===== config.mk =====
export PLATFORM = sky130hd
export DESIGN_NAME = respbuf_top
export DESIGN_NICKNAME = d
export VERILOG_FILES = /design/src/rtl/respbuf_pkg.sv /design/src/rtl/respbuf_index.sv /design/src/rtl/respbuf_store.sv /design/src/rtl/respbuf_engine.sv /design/src/rtl/respbuf_top.sv
export SDC_FILE = /design/constraint.sdc
export NUM_CORES = 1
export LEC_CHECK = 0
export ABC_CLOCK_PERIOD_IN_PS = 3600
export CAP_MARGIN = 20
export CORE_MARGIN = 2
export CORE_UTILIZATION = 25
export CTS_CLUSTER_SIZE = 24
export DETAILED_ROUTE_END_ITERATION = 7
export HOLD_SLACK_MARGIN = 0.08
export SYNTH_ARGS = -nofsm -noshare
export SYNTH_HDL_FRONTEND = slang
export SYNTH_SLANG_ARGS = --single-unit

===== constraint.sdc =====
create_clock -name clk -period 3.6 [get_ports clk]
set_input_delay 0.72 -clock clk [delete_from_list [all_inputs] [get_ports clk]]
set_output_delay 0.72 -clock clk [all_outputs]
set_load 0.05 [all_outputs]

===== src/rtl/respbuf_pkg.sv =====
package respbuf_pkg;
    typedef enum logic [1:0] {
        ENG_IDLE = 2'd0,
        ENG_RECV = 2'd1,
        ENG_SEND = 2'd2
    } eng_state_t;
endpackage


===== src/rtl/respbuf_index.sv =====
// Host index register with optional auto-step.
module respbuf_index #(
    parameter int NBYTES = 8,
    localparam int IDX_W = $clog2(NBYTES)
) (
    input  logic             clk,
    input  logic             rst_n,
    input  logic             sel_wr,
    input  logic [IDX_W-1:0] sel_idx,
    input  logic             sel_hold,
    input  logic             access,
    output logic [IDX_W-1:0] idx_q,
    output logic             hold_q
);
    logic [IDX_W-1:0] idx_d;
    logic             hold_d;

    always_comb begin
        idx_d  = idx_q;
        hold_d = hold_q;
        if (sel_wr) begin
            idx_d  = sel_idx;
            hold_d = sel_hold;
        end else if (access && !hold_q) begin
            idx_d = idx_q + IDX_W'(1);
        end
    end

    always_ff @(posedge clk or negedge rst_n) begin
        if (!rst_n) begin
            idx_q  <= '0;
            hold_q <= 1'b0;
        end else begin
            idx_q  <= idx_d;
            hold_q <= hold_d;
        end
    end

    assert_step_wrap_R3: assert property (@(posedge clk) disable iff (!rst_n)
        (!sel_wr && access && !hold_q) |=> (idx_q == IDX_W'($past(idx_q) + 1'b1)));

    assert_hold_keeps_R4: assert property (@(posedge clk) disable iff (!rst_n)
        (!sel_wr && hold_q) |=> $stable(idx_q));

    assert_sel_wins_R5: assert property (@(posedge clk) disable iff (!rst_n)
        sel_wr |=> (idx_q == $past(sel_idx) && hold_q == $past(sel_hold)));

    assert_no_spurious_R5: assert property (@(posedge clk) disable iff (!rst_n)
        (!sel_wr && !access) |=> ($stable(idx_q) && $stable(hold_q)));
endmodule


===== src/rtl/respbuf_store.sv =====
// Byte store: one host write port, one engine write port (engine wins), two read ports.
module respbuf_store #(
    parameter int NBYTES = 8,
    parameter int DATA_W = 8,
    localparam int IDX_W = $clog2(NBYTES)
) (
    input  logic              clk,
    input  logic              rst_n,
    input  logic              hw_en,
    input  logic [IDX_W-1:0]  hw_addr,
    input  logic [DATA_W-1:0] hw_data,
    input  logic              ew_en,
    input  logic [IDX_W-1:0]  ew_addr,
    input  logic [DATA_W-1:0] ew_data,
    input  logic [IDX_W-1:0]  ra_addr,
    output logic [DATA_W-1:0] ra_data,
    input  logic [IDX_W-1:0]  rb_addr,
    output logic [DATA_W-1:0] rb_data
);
    logic [DATA_W-1:0] mem [NBYTES];

    for (genvar g = 0; g < NBYTES; g++) begin : g_slot
        logic eng_hit, host_hit;
        assign eng_hit  = ew_en && (ew_addr == IDX_W'(g));
        assign host_hit = hw_en && (hw_addr == IDX_W'(g));

        always_ff @(posedge clk or negedge rst_n) begin
            if (!rst_n)        mem[g] <= '0;
            else if (eng_hit)  mem[g] <= ew_data;
            else if (host_hit) mem[g] <= hw_data;
        end
    end

    assign ra_data = mem[ra_addr];
    assign rb_data = mem[rb_addr];

    assert_engine_wins_R11: assert property (@(posedge clk) disable iff (!rst_n)
        (ew_en && hw_en && ew_addr == hw_addr) |=> (mem[$past(ew_addr)] == $past(ew_data)));
endmodule


===== src/rtl/respbuf_engine.sv =====
// Frame-side sequencer: fills or drains slots 0..NBYTES-1 in order.
module respbuf_engine
    import respbuf_pkg::*;
#(
    parameter int NBYTES = 8,
    parameter int DATA_W = 8,
    localparam int IDX_W = $clog2(NBYTES),
    localparam logic [IDX_W-1:0] LAST = IDX_W'(NBYTES - 1)
) (
    input  logic              clk,
    input  logic              rst_n,
    input  logic              enable,
    input  logic              start,
    input  logic              dir,
    input  logic              rx_valid,
    input  logic [DATA_W-1:0] rx_byte,
    input  logic              tx_take,
    output logic              wr_en,
    output logic [IDX_W-1:0]  wr_addr,
    output logic [DATA_W-1:0] wr_data,
    output logic [IDX_W-1:0]  cnt_q,
    output logic              busy
);
    eng_state_t       state_q, state_d;
    logic [IDX_W-1:0] cnt_d;

    // next-state process
    always_comb begin
        state_d = state_q;
        cnt_d   = cnt_q;
        if (enable) begin
            unique case (state_q)
                ENG_IDLE: begin
                    if (start) begin
                        state_d = dir ? ENG_SEND : ENG_RECV;
                        cnt_d   = '0;
                    end
                end
                ENG_RECV: begin
                    if (start) begin
                        state_d = dir ? ENG_SEND : ENG_RECV;
                        cnt_d   = '0;
                    end else if (rx_valid) begin
                        if (cnt_q == LAST) begin
                            state_d = ENG_IDLE;
                            cnt_d   = '0;
                        end else begin
                            cnt_d = cnt_q + IDX_W'(1);
                        end
                    end
                end
                ENG_SEND: begin
                    if (start) begin
                        state_d = dir ? ENG_SEND : ENG_RECV;
                        cnt_d   = '0;
                    end else if (tx_take) begin
                        if (cnt_q == LAST) begin
                            state_d = ENG_IDLE;
                            cnt_d   = '0;
                        end else begin
                            cnt_d = cnt_q + IDX_W'(1);
                        end
                    end
                end
                default: begin
                    state_d = ENG_IDLE;
                    cnt_d   = '0;
                end
            endcase
        end
    end

    // state register process
    always_ff @(posedge clk or negedge rst_n) begin
        if (!rst_n) begin
            state_q <= ENG_IDLE;
            cnt_q   <= '0;
        end else begin
            state_q <= state_d;
            cnt_q   <= cnt_d;
        end
    end

    // output process
    always_comb begin
        wr_en   = enable && (state_q == ENG_RECV) && rx_valid && !start;
        wr_addr = cnt_q;
        wr_data = rx_byte;
        busy    = (state_q != ENG_IDLE);
    end

    assert_start_clears_R6: assert property (@(posedge clk) disable iff (!rst_n)
        (enable && start) |=> (cnt_q == '0 && state_q != ENG_IDLE));

    assert_idle_zero_R7: assert property (@(posedge clk) disable iff (!rst_n)
        (state_q == ENG_IDLE) |-> (cnt_q == '0));

    assert_frozen_R12: assert property (@(posedge clk) disable iff (!rst_n)
        !enable |=> ($stable(state_q) && $stable(cnt_q)));
endmodule


===== src/rtl/respbuf_top.sv =====
module respbuf_top #(
    parameter int NBYTES = 8,
    parameter int DATA_W = 8,
    localparam int IDX_W = $clog2(NBYTES)
) (
    input  logic              clk,
    input  logic              rst_n,
    input  logic              uart_mode,
    input  logic              sel_wr,
    input  logic [IDX_W-1:0]  sel_idx,
    input  logic              sel_hold,
    output logic [IDX_W-1:0]  sel_idx_q,
    output logic              sel_hold_q,
    input  logic              dat_wr,
    input  logic              dat_rd,
    input  logic [DATA_W-1:0] dat_wdata,
    output logic [DATA_W-1:0] dat_rdata,
    input  logic              eng_start,
    input  logic              eng_dir,
    input  logic              eng_rx_valid,
    input  logic [DATA_W-1:0] eng_rx_byte,
    input  logic              eng_tx_take,
    output logic [DATA_W-1:0] eng_tx_byte,
    output logic              eng_busy,
    input  logic              uart_rx_valid,
    input  logic [DATA_W-1:0] uart_rx_byte,
    output logic [DATA_W-1:0] uart_tx_byte,
    output logic              uart_tx_load
);
    logic              buf_access;
    logic              host_wr;
    logic              ew_en;
    logic [IDX_W-1:0]  ew_addr;
    logic [DATA_W-1:0] ew_data;
    logic [IDX_W-1:0]  eng_cnt;
    logic [DATA_W-1:0] host_rd_data;
    logic [DATA_W-1:0] rx_char_q;

    assign buf_access = !uart_mode && (dat_rd || dat_wr);
    assign host_wr    = !uart_mode && dat_wr;

    respbuf_index #(.NBYTES(NBYTES)) u_index (
        .clk      (clk),
        .rst_n    (rst_n),
        .sel_wr   (sel_wr),
        .sel_idx  (sel_idx),
        .sel_hold (sel_hold),
        .access   (buf_access),
        .idx_q    (sel_idx_q),
        .hold_q   (sel_hold_q)
    );

    respbuf_engine #(.NBYTES(NBYTES), .DATA_W(DATA_W)) u_engine (
        .clk      (clk),
        .rst_n    (rst_n),
        .enable   (!uart_mode),
        .start    (eng_start),
        .dir      (eng_dir),
        .rx_valid (eng_rx_valid),
        .rx_byte  (eng_rx_byte),
        .tx_take  (eng_tx_take),
        .wr_en    (ew_en),
        .wr_addr  (ew_addr),
        .wr_data  (ew_data),
        .cnt_q    (eng_cnt),
        .busy     (eng_busy)
    );

    respbuf_store #(.NBYTES(NBYTES), .DATA_W(DATA_W)) u_store (
        .clk     (clk),
        .rst_n   (rst_n),
        .hw_en   (host_wr),
        .hw_addr (sel_idx_q),
        .hw_data (dat_wdata),
        .ew_en   (ew_en),
        .ew_addr (ew_addr),
        .ew_data (ew_data),
        .ra_addr (sel_idx_q),
        .ra_data (host_rd_data),
        .rb_addr (eng_cnt),
        .rb_data (eng_tx_byte)
    );

    // character-mode direct path
    always_ff @(posedge clk or negedge rst_n) begin
        if (!rst_n) begin
            rx_char_q    <= '0;
            uart_tx_byte <= '0;
            uart_tx_load <= 1'b0;
        end else begin
            if (uart_rx_valid) rx_char_q <= uart_rx_byte;
            uart_tx_load <= uart_mode && dat_wr;
            if (uart_mode && dat_wr) uart_tx_byte <= dat_wdata;
        end
    end

    assign dat_rdata = uart_mode ? rx_char_q : host_rd_data;

    assert_char_load_R9: assert property (@(posedge clk) disable iff (!rst_n)
        (uart_mode && dat_wr) |=> (uart_tx_load && uart_tx_byte == $past(dat_wdata)));

    assert_char_index_R9: assert property (@(posedge clk) disable iff (!rst_n)
        (uart_mode && !sel_wr) |=> $stable(sel_idx_q));

    assert_char_read_R10: assert property (@(posedge clk) disable iff (!rst_n)
        (uart_rx_valid && uart_mode) |=> (!uart_mode || dat_rdata == $past(uart_rx_byte)));

    assert_engine_no_index_R8: assert property (@(posedge clk) disable iff (!rst_n)
        (!sel_wr && !dat_rd && !dat_wr) |=> $stable(sel_idx_q));
endmodule


==> results of run 1 <==
worst paths after layout:
| kind | from | to |
|---|---|---|
| min | rst_n | u_store.mem[29]$_DFFE_PN0P_ |
| max in group asynchronous | rst_n | uart_tx_byte[5]$_DFFE_PN0P_ |
| min in group clk | uart_tx_byte[3]$_DFFE_PN0P_ | uart_tx_byte[3]$_DFFE_PN0P_ |
| max | u_engine.cnt_q[0]$_DFFE_PN0P_ | eng_tx_byte[0] |
| max reg2reg | u_index.idx_q[0]$_DFFE_PN0P_ | u_store.mem[14]$_DFFE_PN0P_ |
| min reg2reg | uart_tx_byte[3]$_DFFE_PN0P_ | uart_tx_byte[3]$_DFFE_PN0P_ |
metrics by stage:
step                utilization  worst slack [ns]
floorplan                     -             0.299
global placement          0.298             0.794
detailed placement        0.298             0.764
CTS                       0.314             0.358
global route              0.314             0.286
finish                    0.314             0.378
critical path, cell delays in order, from the launching register on:
cell             delay [ns]
dfrtp_1                0.32
buf_4                  0.35
mux4_2                 0.56
nand2_1                0.08
nand2_1                0.09
clkdlybuf4s50_1        0.72
cell usage in the layout (no fill, tap or decap), types with 9 or more instances in the layout:
master            n
dfrtp_1          90
mux2i_1          85
nand2_1          80
clkdlybuf4s50_1  59
mux2_2           34
nor2_1           28
o21ai_1          27
a21oi_1          24
o21ai_0          23
mux4_2           16
ha_1             16
buf_4            14
inv_1            12
clkbuf_16         9
buf_12            9
routing by layer:
| layer | vias up | track usage | share of wire |
|---|---|---|---|
| li1 | 1955 | - | - |
| met1 | 2029 | 0.199 | 0.47 |
| met2 | 112 | 0.226 | 0.46 |
| met3 | 26 | 0.0247 | 0.052 |
| met4 | 0 | 0.0592 | 0.025 |
| met5 | - | 0 | 0 |
flip-flops by register name, indices dropped and copies added, names as in the netlist:
name	count
u_engine.cnt_q	3
rx_char_q	8
uart_tx_load	1
u_store.mem	64
u_index.hold_q	1
u_engine.state_q	2
u_index.idx_q	3
uart_tx_byte	8
cell families after synthesis:
logic type	Yosys count	synth area share
adder cells (fa/ha/maj)	16	0.0364
AO/OA/AOI/OAI	95	0.0985
buffers and inverters	62	0.0562
multiplexers	135	0.290
flip-flops	90	0.409
AND/OR/NAND/NOR	132	0.108
XOR/XNOR	1	0.00159
power by group:
part	switching (µW)	internal (µW)
combinational	1190	991
clock	431	683
sequential	300	1380
area by class of cell:
class | instances | area (µm²) | area share
Multi-Input combinational cell | 379 | 2940 | 0.432
Sequential cell | 90 | 2250 | 0.331
Timing Repair Buffer | 82 | 876 | 0.129
Tap cell | 280 | 350 | 0.0515
Clock buffer | 10 | 229 | 0.0336
Clock inverter | 6 | 113 | 0.0165
Inverter | 13 | 48.8 | 0.00717
==> run_results.csv, run 1 <==
group,metric,value,unit
die,die_x,152,µm
route,drt_wl_total,16300,µm
route,initialDrtViolationCount,279,
pwr,power_density,731,nW/µm²
setup_path,path_class,"reg -> out",
final_layout,nNetsFinal,630,
setup_path,cp_max_fo,19,
final_layout,fill_cells,2188,
setup_path,r2r_setup_slack,1.40,ns
clocking,post_cts_resized,0,
setup_path,required,2.88,ns
logic_synthesis,synth_cells,531,
clocking,postCtsHoldBufs,0,
clocking,numCtsBuffers,9,
global_routing,track_usage,0.145,
route,route.detailed.drc,0,
timing,period_minus_slack,3.22,ns
global_routing,overflow,0,
clocking,cts_max_level,3,
placement,dp_cells,844,
clocking,clk_pin_slew,0.07,ns
final_layout,layoutNonFillerInstCount,860,
logic_synthesis,syn_area,5500,µm²
global_routing,antenna_found_initial,0,
timing,setup_viol,0,
route,ant_nets,0,
timing,timing.final.crit_share,0.895,
pwr,power,4970,µW
final_layout,diodes,0,
hold_path,hold_class,"in -> async",
pwr,ir_drop,0.373,mV
setup_path,crit_arrival,2.50,ns
timing,hold_violations,0,
clocking,clkLatencyLatePin,0.36,ns
setup_path,reg2regPathDepth,7,
die,num_rows,54,
die,coreArea,21700,µm²
timing,clock_skew,0.00754,ns
global_routing,grt_max_degree,46,
setup_path,endpoint_kind,"output port",
clocking,cts_setup_buffers,0,
timing,slew_viol_final,0,
final_layout,syn_to_final_growth,23.8,%
route,wl_per_cell,19.0,µm
logic_synthesis,synth_seq_cells,90,
logic_synthesis,avgSynthCellArea,10.4,µm²
logic_synthesis,synth_top_area_share,0.409,
logic_synthesis,yosysTopAreaCell,"dfrtp_1",
clocking,clockRootBuffer,"clkbuf_16",
final_layout,drive_above_1_share,0.164,
final_layout,design_area,6810,µm²
route,vias,4122,
die,fp.dieH,152,µm
logic_synthesis,synth_flop_cell,"dfrtp_1",
placement,gp_routability_congestion,0.810,
timing,rsz0062_at_grt,"false",
timing,max-slew-margin-rel,0.489,
setup_path,startpoint_type,"flop",
die,die_area,23200,µm²
logic_synthesis,async_flop_share,1.00,
run,drv_cap,0,
logic_synthesis,syn_nets,586,
die,top_level_ports,69,
logic_synthesis,synth_top_cells_by_count,"dfrtp_1, mux2i_1, nand2_1, mux2_2, nor2_1",
timing,tightest_slew,0.765,ns
timing,fin_hold_ws,0.374,ns
logic_synthesis,yosysMostFrequentCell,"dfrtp_1",
route,via_per_inst,4.79,
logic_synthesis,synth_cell_types,38,
timing,clock.fmax,310,MHz
placement,dpl_cell_area,6470,µm²
global_routing,grt_pass1_wl,25700,µm
timing,tns,0,ns
die,start_util,0.254,
logic_synthesis,yosysWarnings,0,
global_routing,grt_pass1_vias,4176,
route,dr.pass1.iters,5,
clocking,cts_tree,"built",
clocking,clock-sinks,90,
placement,portBuffers,68,
clocking,cts_buffer_depth,2,
pwr,p_leak,0.00298,µW
logic_synthesis,synth_area_leaders,"dfrtp_1, mux2i_1, mux2_2, mux4_2, nand2_1",
logic_synthesis,synth-edff-count,0,
run_status,status,"complete, no violations",
placement,dp_hpwl,11200,µm
logic_synthesis,ys_seq_area_frac,0.409,
(Power assumes the default switching activity.)
==> run 2: changes to the inputs <==
--- a/config.mk
+++ b/config.mk
@@ -7,11 +7,12 @@
 export LEC_CHECK = 0
 export ABC_CLOCK_PERIOD_IN_PS = 3600
 export CAP_MARGIN = 20
-export CORE_MARGIN = 2
 export CORE_UTILIZATION = 25
 export CTS_CLUSTER_SIZE = 24
 export DETAILED_ROUTE_END_ITERATION = 7
+export DONT_BUFFER_PORTS = 1
 export HOLD_SLACK_MARGIN = 0.08
+export SKIP_LAST_GASP = 1
 export SYNTH_ARGS = -nofsm -noshare
 export SYNTH_HDL_FRONTEND = slang
 export SYNTH_SLANG_ARGS = --single-unit
==> run 2 against run 1 <==
Die area shrank 2.6%. Hold slack got worse by 0.11 ns. First-iteration DRC count is 9.3% higher. Largest cell class unchanged. Highest routed layer unchanged. Cell count fell by 8.4%. Core utilization is 2.9 points lower.
==> run_results.csv, run 2 (synthesis results as in run 1) <==
group,metric,value,unit
run_status,status,"complete, no violations",
global_routing,grt_max_degree,91,
timing,period_minus_slack,3.06,ns
setup_path,startpoint_type,"flop",
die,num_rows,53,
timing,hold_violations,0,
route,ant_nets,0,
timing,rsz0062_at_grt,"false",
final_layout,layoutNonFillerInstCount,788,
die,fp.dieH,150,µm
timing,tightest_slew,0.880,ns
global_routing,track_usage,0.145,
die,top_level_ports,69,
clocking,numCtsBuffers,9,
route,drt_wl_total,15400,µm
route,vias,3876,
route,route.detailed.drc,0,
clocking,clockRootBuffer,"clkbuf_16",
die,die_x,150,µm
hold_path,hold_class,"in -> async",
final_layout,syn_to_final_growth,10.2,%
final_layout,multi_input_area,2940,µm²
route,via_per_inst,4.92,
final_layout,regMostFlops,"u_store.mem",
placement,gp_routability_congestion,0.835,
die,die_area,22600,µm²
route,dr.pass1.iters,4,
timing,timing.final.crit_share,0.851,
clocking,cts_setup_buffers,0,
die,start_util,0.258,
setup_path,path_class,"reg -> out",
placement,dpl_cell_area,5700,µm²
global_routing,top_usage_layer,"met2",
pwr,p_leak,0.00268,µW
timing,clock.fmax,326,MHz
timing,max-slew-margin-rel,0.414,
setup_path,r2r_setup_slack,1.25,ns
final_layout,fin_util,0.285,
route,initialDrtViolationCount,305,
final_layout,drive_above_1_share,0.173,
global_routing,grt_pass1_wl,23700,µm
run,drv_cap,0,
route,wl_per_cell,19.6,µm
final_layout,final_common_cell,"dfrtp_1",
final_layout,reg_top3,"u_store.mem x64, rx_char_q x8, uart_tx_byte x8",
final_layout,nNetsFinal,563,
global_routing,grt_pass1_vias,3875,
global_routing,use_met2,0.225,
final_layout,design_area,6060,µm²
global_routing,grt_util_met3,0.0545,
global_routing,grt_util_met1,0.181,
clocking,cts_max_level,3,
timing,slew_viol_final,0,
global_routing,antenna_found_initial,0,
die,coreArea,21300,µm²
timing,clock_skew,0.00729,ns
global_routing,overflow,0,
final_layout,fill_cells,2175,
clocking,clkLatencyLatePin,0.36,ns
clocking,clock-sinks,90,
final_layout,largest_reg_flops,64,
final_layout,diodes,0,
setup_path,cp_max_fo,9,
setup_path,endpoint_kind,"output port",
placement,dp_cells,771,
timing,setup_viol,0,
clocking,cts_buffer_depth,2,
clocking,clk_pin_slew,0.06,ns
pwr,ir_drop,0.388,mV
timing,tns,0,ns
final_layout,regArea,2250,µm²
setup_path,required,2.88,ns
clocking,cts_tree,"built",
placement,portBuffers,0,
placement,dp_hpwl,11000,µm
pwr,power_density,762,nW/µm²
timing,fin_hold_ws,0.265,ns
setup_path,crit_arrival,2.34,ns
final_layout,layout.cells.most_common_list,"dfrtp_1, mux2i_1, nand2_1",
[run 2: area by class of cell]
class | instances | share of cell area
clock inverter | 6 | 0.0149
timing repair buffer | 15 | 0.0240
sequential | 90 | 0.372
tap | 275 | 0.0568
multi-input combinational | 379 | 0.485
inverter | 13 | 0.00805
clock buffer | 10 | 0.0394
[run 2: path summary, 6_finish.rpt]
path / startpoint / endpoint / cells after the start
worst min register to register: rx_char_q[0]$_DFFE_PN0P_ / rx_char_q[0]$_DFFE_PN0P_ / 1
worst min-delay path: rst_n / uart_tx_load$_DFF_PN0_ / 1
worst max-delay path: u_index.idx_q[1]$_DFFE_PN0P_ / dat_rdata[6] / 5
max in group asynchronous: rst_n / u_engine.cnt_q[1]$_DFFE_PN0P_ / 1
min in group clk: eng_dir / u_engine.state_q[0]$_DFFE_PN0P_ / 1
worst max register to register: u_engine.cnt_q[1]$_DFFE_PN0P_ / u_store.mem[7]$_DFFE_PN0P_ / 5
[run 2: power breakdown]
group / switching (µW) / internal [µW] / leakage (µW)
clock network: 429 / 629 / 0.000159
logic: 1050 / 739 / 0.00142
registers: 388 / 1380 / 0.00110
[run 2: critical path, cell delays in order, from the launching register on]
cell	delay [ns]
dfrtp_1	0.83
nor2b_1	0.57
a22oi_1	0.19
o221ai_1	0.13
o21ai_1	0.08
buf_4	0.19
[run 2: per-layer routing]
| metal | wire length, µm | part of all wire | vias up |
|---|---|---|---|
| met2 | 7140 | 0.46 | 140 |
| met4 | 414 | 0.027 | 0 |
| met5 | 0 | 0 | - |
| met1 | 6490 | 0.42 | 1892 |
| met3 | 1370 | 0.089 | 23 |
| li1 | - | - | 1821 |
[run 2: timing repair]
| item | 4_1_cts | 5_1_grt |
|---|---|---|
| endpoints found under the hold margin | 90 | 0 |
| hold buffers | 1 | 0 |
| gates resized for setup | 0 | 0 |
[run 2: per-stage QoR]
step	setup WS [ns]	total power, µW
6_report	0.536	4620
5_1_grt	0.314	4890
3_3_place_gp	0.945	3520
3_5_place_dp	0.923	3560
2_1_floorplan	0.299	3140
4_1_cts	0.514	4660
